File: src/rtl/rs_fix_pkg.sv
package rs_fix_pkg;
  localparam int WORD_W        = 32;
  localparam int SYM_W         = 9;
  localparam int STAT_ERR_BIT  = 0;
  localparam int STAT_UNC_BIT  = 1;
  localparam int STAT_CNT_LSB  = 29;
  localparam int STAT_CNT_W    = 3;
  localparam int REP_IDX_LSB   = 16;
  localparam int REP_MASK_LSB  = 0;
  localparam int CALC_W        = 16;

  typedef enum logic [3:0] {
    S_IDLE, S_SCAN, S_SCAN_END, S_DECIDE, S_LOC,
    S_RD_LO, S_RD_HI, S_WR_LO, S_WR_HI, S_DONE
  } fix_state_t;

  // byte where a 0-based 9-bit symbol starts: k*9/8 == k + k/8
  function automatic logic [CALC_W-1:0] sym_first_byte(input logic [CALC_W-1:0] k);
    return k + (k >> 3);
  endfunction

  function automatic logic [2:0] sym_bit_off(input logic [CALC_W-1:0] k);
    return k[2:0];
  endfunction

  // XOR a shifted symbol mask into a little-endian byte pair
  function automatic logic [15:0] xor_into_pair(input logic [15:0] pair,
                                                input logic [SYM_W-1:0] mask,
                                                input logic [2:0] off);
    logic [15:0] m;
    m = 16'(mask) << off;
    return pair ^ m;
  endfunction
endpackage

File: src/rtl/rs_fix_locate.sv
module rs_fix_locate
  import rs_fix_pkg::*;
#(
  parameter int SECTOR_BYTES = 512,
  localparam int AW = $clog2(SECTOR_BYTES)
) (
  input  logic [SYM_W-1:0] sym_num,
  output logic [AW-1:0]    lo_addr,
  output logic [AW-1:0]    hi_addr,
  output logic             use_ok,
  output logic             hi_ok,
  output logic [2:0]       bit_off
);
  logic [CALC_W-1:0] k;
  logic [CALC_W-1:0] first;
  logic [CALC_W-1:0] second;

  always_comb begin
    k       = CALC_W'(sym_num) - CALC_W'(1);
    first   = sym_first_byte(k);
    second  = first + CALC_W'(1);
    use_ok  = (sym_num != '0) && (k < CALC_W'(SECTOR_BYTES)) &&
              (first < CALC_W'(SECTOR_BYTES));
    hi_ok   = use_ok && (second < CALC_W'(SECTOR_BYTES));
    lo_addr = first[AW-1:0];
    hi_addr = second[AW-1:0];
    bit_off = sym_bit_off(k);
  end
endmodule

File: src/rtl/rs_fix_merge.sv
module rs_fix_merge
  import rs_fix_pkg::*;
(
  input  logic [7:0]       lo_byte,
  input  logic [7:0]       hi_byte,
  input  logic [SYM_W-1:0] mask,
  input  logic [2:0]       bit_off,
  output logic [7:0]       new_lo,
  output logic [7:0]       new_hi
);
  logic [15:0] pair_out;

  always_comb begin
    pair_out = xor_into_pair({hi_byte, lo_byte}, mask, bit_off);
    new_lo   = pair_out[7:0];
    new_hi   = pair_out[15:8];
  end
endmodule

File: src/rtl/rs_fix_erase.sv
module rs_fix_erase #(
  parameter int N_PARITY = 9
) (
  input  logic                  clk,
  input  logic                  rst_n,
  input  logic [N_PARITY*8-1:0] parity_flat,
  input  logic                  clear,
  input  logic                  sample,
  input  logic [7:0]            sample_byte,
  output logic                  parity_all_ff,
  output logic                  data_all_ff
);
  logic [N_PARITY-1:0] pb_ff;

  for (genvar g = 0; g < N_PARITY; g++) begin : g_par
    assign pb_ff[g] = &parity_flat[g*8 +: 8];
  end
  assign parity_all_ff = &pb_ff;

  always_ff @(posedge clk or negedge rst_n) begin
    if (!rst_n)      data_all_ff <= 1'b1;
    else if (clear)  data_all_ff <= 1'b1;
    else if (sample) data_all_ff <= data_all_ff & (sample_byte == 8'hFF);
  end

  // the blank flag only drops after a non-blank byte was sampled
  assert_blank_drop_R9: assert property (@(posedge clk) disable iff (!rst_n)
    $fell(data_all_ff) |-> $past(sample && (sample_byte != 8'hFF)));
endmodule

File: src/rtl/rs_sector_fixer.sv
module rs_sector_fixer
  import rs_fix_pkg::*;
#(
  parameter int SECTOR_BYTES = 512,
  parameter int N_REPORTS    = 4,
  parameter int N_PARITY     = 9,
  localparam int AW   = $clog2(SECTOR_BYTES),
  localparam int RSW  = (N_REPORTS > 1) ? $clog2(N_REPORTS) : 1,
  localparam int SELW = $clog2(N_REPORTS + 1)
) (
  input  logic                        clk,
  input  logic                        rst_n,
  input  logic                        start,
  input  logic [WORD_W-1:0]           status_in,
  input  logic [N_REPORTS*WORD_W-1:0] reports_in,
  input  logic [N_PARITY*8-1:0]       parity_in,
  output logic [AW-1:0]               ram_addr,
  output logic                        ram_rd_en,
  output logic                        ram_wr_en,
  output logic [7:0]                  ram_wdata,
  input  logic [7:0]                  ram_rdata,
  output logic                        busy,
  output logic                        done,
  output logic                        fail,
  output logic                        erased,
  output logic [STAT_CNT_W-1:0]       fix_count
);
  fix_state_t state;

  logic [AW-1:0]         scan_addr;
  logic                  scan_vld_q;
  logic [SELW-1:0]       rep_sel;
  logic [SELW-1:0]       n_q;
  logic                  err_q, uncor_q, par_ff_q;
  logic [STAT_CNT_W-1:0] cnt_q;
  logic                  fail_q, erased_q;
  logic [STAT_CNT_W-1:0] fix_cnt_q;
  logic [7:0]            lo_q, hi_new_q;

  logic [SYM_W-1:0] num_q  [N_REPORTS];
  logic [SYM_W-1:0] mask_q [N_REPORTS];

  logic accept;
  assign accept = (state == S_IDLE) && start;

  for (genvar g = 0; g < N_REPORTS; g++) begin : g_rep
    always_ff @(posedge clk or negedge rst_n) begin
      if (!rst_n) begin
        num_q[g]  <= '0;
        mask_q[g] <= '0;
      end else if (accept) begin
        num_q[g]  <= reports_in[g*WORD_W + REP_IDX_LSB  +: SYM_W];
        mask_q[g] <= reports_in[g*WORD_W + REP_MASK_LSB +: SYM_W];
      end
    end
  end

  // current report
  logic [SYM_W-1:0] cur_num, cur_mask;
  assign cur_num  = num_q[rep_sel[RSW-1:0]];
  assign cur_mask = mask_q[rep_sel[RSW-1:0]];

  logic [AW-1:0] lo_addr, hi_addr;
  logic          use_ok, hi_ok;
  logic [2:0]    bit_off;

  rs_fix_locate #(.SECTOR_BYTES(SECTOR_BYTES)) u_locate (
    .sym_num (cur_num),
    .lo_addr (lo_addr),
    .hi_addr (hi_addr),
    .use_ok  (use_ok),
    .hi_ok   (hi_ok),
    .bit_off (bit_off)
  );

  logic [7:0] hi_in, new_lo, new_hi;
  assign hi_in = hi_ok ? ram_rdata : 8'h00;

  rs_fix_merge u_merge (
    .lo_byte (lo_q),
    .hi_byte (hi_in),
    .mask    (cur_mask),
    .bit_off (bit_off),
    .new_lo  (new_lo),
    .new_hi  (new_hi)
  );

  logic par_all_ff, data_all_ff;

  rs_fix_erase #(.N_PARITY(N_PARITY)) u_erase (
    .clk           (clk),
    .rst_n         (rst_n),
    .parity_flat   (parity_in),
    .clear         (accept),
    .sample        (scan_vld_q),
    .sample_byte   (ram_rdata),
    .parity_all_ff (par_all_ff),
    .data_all_ff   (data_all_ff)
  );

  logic last_rep;
  assign last_rep = (SELW'(rep_sel + 1'b1) == n_q);

  always_ff @(posedge clk or negedge rst_n) begin
    if (!rst_n) begin
      state      <= S_IDLE;
      scan_addr  <= '0;
      scan_vld_q <= 1'b0;
      rep_sel    <= '0;
      n_q        <= '0;
      err_q      <= 1'b0;
      uncor_q    <= 1'b0;
      cnt_q      <= '0;
      par_ff_q   <= 1'b0;
      fail_q     <= 1'b0;
      erased_q   <= 1'b0;
      fix_cnt_q  <= '0;
      lo_q       <= '0;
      hi_new_q   <= '0;
    end else begin
      scan_vld_q <= (state == S_SCAN);
      case (state)
        S_IDLE: if (start) begin
          err_q     <= status_in[STAT_ERR_BIT];
          uncor_q   <= status_in[STAT_UNC_BIT];
          cnt_q     <= status_in[STAT_CNT_LSB +: STAT_CNT_W];
          par_ff_q  <= par_all_ff;
          erased_q  <= 1'b0;
          scan_addr <= '0;
          state     <= par_all_ff ? S_SCAN : S_DECIDE;
        end
        S_SCAN: begin
          scan_addr <= scan_addr + 1'b1;
          if (scan_addr == AW'(SECTOR_BYTES - 1)) state <= S_SCAN_END;
        end
        S_SCAN_END: state <= S_DECIDE;
        S_DECIDE: begin
          rep_sel <= '0;
          if (par_ff_q && data_all_ff) begin
            erased_q  <= 1'b1;
            fail_q    <= 1'b0;
            fix_cnt_q <= '0;
            state     <= S_DONE;
          end else if (uncor_q) begin
            fail_q    <= 1'b1;
            fix_cnt_q <= '0;
            state     <= S_DONE;
          end else if (!err_q) begin
            fail_q    <= 1'b0;
            fix_cnt_q <= '0;
            state     <= S_DONE;
          end else begin
            fail_q    <= 1'b0;
            fix_cnt_q <= cnt_q;
            n_q       <= (int'(cnt_q) > N_REPORTS) ? SELW'(N_REPORTS) : SELW'(cnt_q);
            state     <= (cnt_q == '0) ? S_DONE : S_LOC;
          end
        end
        S_LOC: begin
          if (use_ok) state <= S_RD_LO;
          else if (last_rep) state <= S_DONE;
          else begin
            rep_sel <= SELW'(rep_sel + 1'b1);
            state   <= S_LOC;
          end
        end
        S_RD_LO: state <= S_RD_HI;
        S_RD_HI: begin
          lo_q  <= ram_rdata;
          state <= S_WR_LO;
        end
        S_WR_LO: begin
          hi_new_q <= new_hi;
          state    <= S_WR_HI;
        end
        S_WR_HI: begin
          if (last_rep) state <= S_DONE;
          else begin
            rep_sel <= SELW'(rep_sel + 1'b1);
            state   <= S_LOC;
          end
        end
        S_DONE:  state <= S_IDLE;
        default: state <= S_IDLE;
      endcase
    end
  end

  // RAM port
  logic ev_rd_lo, ev_wr_lo, ev_wr_hi;
  assign ev_rd_lo = (state == S_RD_LO);
  assign ev_wr_lo = (state == S_WR_LO);
  assign ev_wr_hi = (state == S_WR_HI) && hi_ok;

  always_comb begin
    ram_addr  = '0;
    ram_rd_en = 1'b0;
    ram_wr_en = 1'b0;
    ram_wdata = 8'h00;
    case (state)
      S_SCAN:  begin ram_addr = scan_addr; ram_rd_en = 1'b1; end
      S_RD_LO: begin ram_addr = lo_addr;   ram_rd_en = 1'b1; end
      S_RD_HI: begin ram_addr = hi_addr;   ram_rd_en = hi_ok; end
      S_WR_LO: begin ram_addr = lo_addr;   ram_wr_en = 1'b1; ram_wdata = new_lo; end
      S_WR_HI: begin ram_addr = hi_addr;   ram_wr_en = hi_ok; ram_wdata = hi_new_q; end
      default: ;
    endcase
  end

  assign busy      = (state != S_IDLE);
  assign done      = (state == S_DONE);
  assign fail      = fail_q;
  assign erased    = erased_q;
  assign fix_count = fix_cnt_q;

  // a read and a write never share a cycle
  assert_rw_excl_R4: assert property (@(posedge clk) disable iff (!rst_n)
    !(ram_rd_en && ram_wr_en));
  // the first-byte write comes two cycles after its first-byte read
  assert_wr_after_rd_R4: assert property (@(posedge clk) disable iff (!rst_n)
    ev_wr_lo |-> $past(ev_rd_lo, 2));
  // the second-byte write directly follows the first-byte write
  assert_hi_after_lo_R4: assert property (@(posedge clk) disable iff (!rst_n)
    ev_wr_hi |-> $past(ev_wr_lo));
  // no write for an uncorrectable decode
  assert_no_wr_uncor_R6: assert property (@(posedge clk) disable iff (!rst_n)
    ram_wr_en |-> !uncor_q);
  // no write once a sector is found blank
  assert_no_wr_erased_R9: assert property (@(posedge clk) disable iff (!rst_n)
    ram_wr_en |-> !erased_q);
  // done is one cycle wide and only while busy
  assert_done_pulse_R10: assert property (@(posedge clk) disable iff (!rst_n)
    done |=> !done);
  assert_done_busy_R10: assert property (@(posedge clk) disable iff (!rst_n)
    done |-> busy);
endmodule

File: config.mk
export PLATFORM = sky130hd
export DESIGN_NAME = rs_sector_fixer
export DESIGN_NICKNAME = d
export VERILOG_FILES = /design/src/rtl/rs_fix_pkg.sv /design/src/rtl/rs_fix_locate.sv /design/src/rtl/rs_fix_merge.sv /design/src/rtl/rs_fix_erase.sv /design/src/rtl/rs_sector_fixer.sv
export SDC_FILE = /design/constraint.sdc
export NUM_CORES = 1
export LEC_CHECK = 0
export ABC_AREA = 1
export CORE_MARGIN = 4
export CORE_UTILIZATION = 49
export DETAILED_ROUTE_END_ITERATION = 8
export HOLD_SLACK_MARGIN = 0.03
export PLACE_DENSITY = 0.87
export SYNTH_ARGS = -nofsm -noshare
export SYNTH_HDL_FRONTEND = slang
export SYNTH_SLANG_ARGS = --single-unit
File: constraint.sdc
create_clock -name clk -period 8.16 [get_ports clk]
set_input_delay 0.816 -clock clk [delete_from_list [all_inputs] [get_ports clk]]
set_output_delay 0.816 -clock clk [all_outputs]
set_load 0.05 [all_outputs]
==> reports/summary.txt <==
Row cnt - 43
Clock transition at path regs - 0.06 ns
# setup viols final - 0
DRT iter0 DRCs - 603
CTS tree - done
Fin crit period - 7.262 ns
Yosys top cell area share - 41.45%
Via/cell ratio - 5.300
RSZ-0062 raised after global routing - false
Root Driver - clkbuf_16
Starting Density - 50.97%
Layout Skew - 0.008995 ns
Post-synthesis register bit count - 120
Synth top area cells - dfrtp_1, nand2_1, nand3_1
Dominant synthesized flop cell - dfrtp_1
Slew HR - 40.99%
Die Y-Extent - 129.1 um
Switching Share - 48.78%
Combinational share of power - 59.7%
Cells after Synth - 1026
Actual slew at the worst max-slew pin - 0.8851 ns
Total track usage - 24.51%
Crit path DAT - 6.45 ns
Outcome - finished, final reports clean
Max VDD drop - 228.2 uV
CP required - 7.34 ns
Nets - 1455
Most common cell in the synthesized netlist - nand2_1
Hold Path Class - in -> async
Pre-CTS setup slack - 1.437 ns
Clock buffer depth - 2
Die W - 129.1 um
Post-synth ARST share - 100.0%
Clock share of power - 17.5%
Fmax - 137.7 MHz
H-tree levels - 4
Fin cells - 1392
Reg2Reg Depth - 23
CTS Sinks - 120
FF-to-FF Start - rep_sel[0]$_DFFE_PN0P_
Antenna diode count - 0
Mapped Nets - 1282
Avg Cell Area, Syn - 7.002 um2
Clock Latency Late Sink - 0.42 ns
Num ports - 269
Worst setup SP type - flop
Pwr/cell area - 450.1 nW/um2
IO Port Bufs - 185
Number of synthesized flops with an enable pin - 0
Pins Over Slew Limit - 0
Synth top cells by count - nand2_1, dfrtp_1, inv_1
Final core utilization - 69.17%
Net switching power - 2.141 mW
Yosys warns - 0
TritonRoute pass-1 iters - 6
Post-route setup slack - 0.8981 ns
Fin crit share - 88.99%
Cts hold-fix bufs - 0
Core Box Area - 14100 um2
Wire per inst - 14.36 um
Reg2reg end - rep_sel[2]$_DFFE_PN0P_
Total of cells resized after clock tree synthesis - 0
Post-synth top area cell - dfrtp_1
Total number of vias - 7377
First-pass GRT wire length - 32.78 mm
Placed insts - 1360
Post-synthesis sequential area ratio - 41.81%
Setup TNS - 0 ns
Area growth syn-to-layout - 35.72%
Share of power burned in registers - 22.9%
Vias in the first global route - 7094
Max FO, Critical Path - 40
Pwr Total - 4.389 mW
Power Internal - 2.248 mW
Gpl congestion - 0.9434
Initial antenna violation count - 0
TritonCTS Buffers - 17
Yosys cell types - 42
Post-CTS Setup Inserts - 0
Critical Path End Type - output port
Die area - 16660 um2
Max-Cap Viols - 0
DRC - 0
DP Wirelength - 14.89 mm
Leak Pwr - 4.696 nW
R2R Setup Slk - 2.52 ns
Post-synthesis cell area - 7184 um2
Layout cells sized above 1 - 5.776%
Worst Path Class, Setup - reg -> out
Pin count of the biggest net entering global routing - 86
Total Wirelength - 19.99 mm
GRT overflow - 0
Final hold vios - 0
Post-route ant nets - 0
==> worst max-delay path: stages, from the launching register on <==
cell,delay (ns)
dfrtp_1,0.36
buf_4,0.27
inv_2,0.52
nand2_1,0.12
nand3_1,0.09
nand2_1,0.31
ha_1,0.39
xor2_1,0.66
inv_1,0.39
ha_1,0.42
inv_1,0.06
o31ai_1,0.52
inv_1,0.08
nand2_1,0.10
nand2_2,0.08
nor2_1,0.15
nand2_1,0.10
nor2_1,0.15
inv_1,0.07
o21bai_1,0.12
nand3_1,0.10
o211ai_1,0.10
clkdlybuf4s50_1,0.83
==> routing by layer <==
layer	vias to the layer above	share of wire [%]	GRT usage [%]
li1	3663	-	-
met5	-	0	0
met1	3347	41	31.10
met3	42	9.2	5.894
met4	0	2.1	8.091
met2	325	48	41.40
==> through the flow <==
step	area, um2	hold slack [ns]
global placement	9149	0.4510
global route	9751	0.4801
CTS	9751	0.4406
detailed placement	9149	0.4540
finish	9751	0.4289
floorplan	7184	0.4366
==> layout make-up <==
cell class,count,area [um2]
clock buffer,25,485.5
clock inverter,7,116.4
fill,1158,4345
inverter,78,292.8
multi-input combinational,789,3717
sequential,120,3004
tap,180,225.2
timing repair buffer,193,1909
==> how the worst max path moves through the flow <==
stage,slack [ns],end,cells after the start,start
2_1_floorplan,3.05,ram_addr[7],21,rep_sel[0]$_DFFE_PN0P_
3_3_place_gp,1.56,ram_rd_en,20,rep_sel[0]$_DFFE_PN0P_
3_5_place_dp,1.44,ram_addr[8],22,rep_sel[0]$_DFFE_PN0P_
4_1_cts,0.95,ram_addr[8],22,rep_sel[0]$_DFFE_PN0P_
5_1_grt,0.25,ram_addr[8],22,rep_sel[0]$_DFFE_PN0P_
6_report,0.90,ram_addr[8],22,rep_sel[0]$_DFFE_PN0P_
==> sequential cells by signal, indices dropped and copies added, names as in the netlist <==
name                 flops
err_q                    1
cnt_q                    3
state                    4
hi_new_q                 8
fail                     1
lo_q                     8
erased                   1
rep_sel                  3
fix_count                3
par_ff_q                 1
scan_vld_q               1
uncor_q                  1
n_q                      3
mask_q                  36
num_q                   36
scan_addr                9
u_erase.data_all_ff      1
==> power groups by stage <==
stage | clock network [mW] | logic [mW] | registers, mW
6_report | 0.766 | 2.62 | 1.00
5_1_grt | 0.799 | 2.94 | 1.03
4_1_cts | 0.772 | 2.61 | 1.00
3_5_place_dp | 0 | 2.59 | 1.01
3_3_place_gp | 0 | 2.50 | 0.996
2_1_floorplan | 0 | 1.95 | 0.999
==> cell usage in the layout, fill, tap and decap left out, drive strengths merged, types with 2 or more instances in the layout <==
cell type,synthesis,layout
nand4,31,31
nand2,482,482
nand3,73,73
o221ai,7,7
buf,12,9
nor2,56,56
bufinv,0,3
xnor2,9,9
clkinv,1,4
nor3,4,4
xor2,8,8
o22ai,6,6
o31ai,4,4
dfrtp,119,119
clkbuf,27,25
a31oi,5,5
or2,2,2
or3,2,2
a32o,7,7
clkdlybuf4s50,0,184
o211ai,2,2
o21ai,52,52
nor4,3,3
a21oi,17,17
inv,77,77
ha,12,12
==> cell families after synthesis <==
logic type | Yosys count | synth area share [%]
xor+xnor | 17 | 2.073
flops | 120 | 41.81
compound gates | 104 | 8.691
buf+inv | 117 | 6.548
simple gates | 655 | 38.51
fa+ha+maj | 13 | 2.368
No activity file was read; power rests on OpenSTA's default activity.
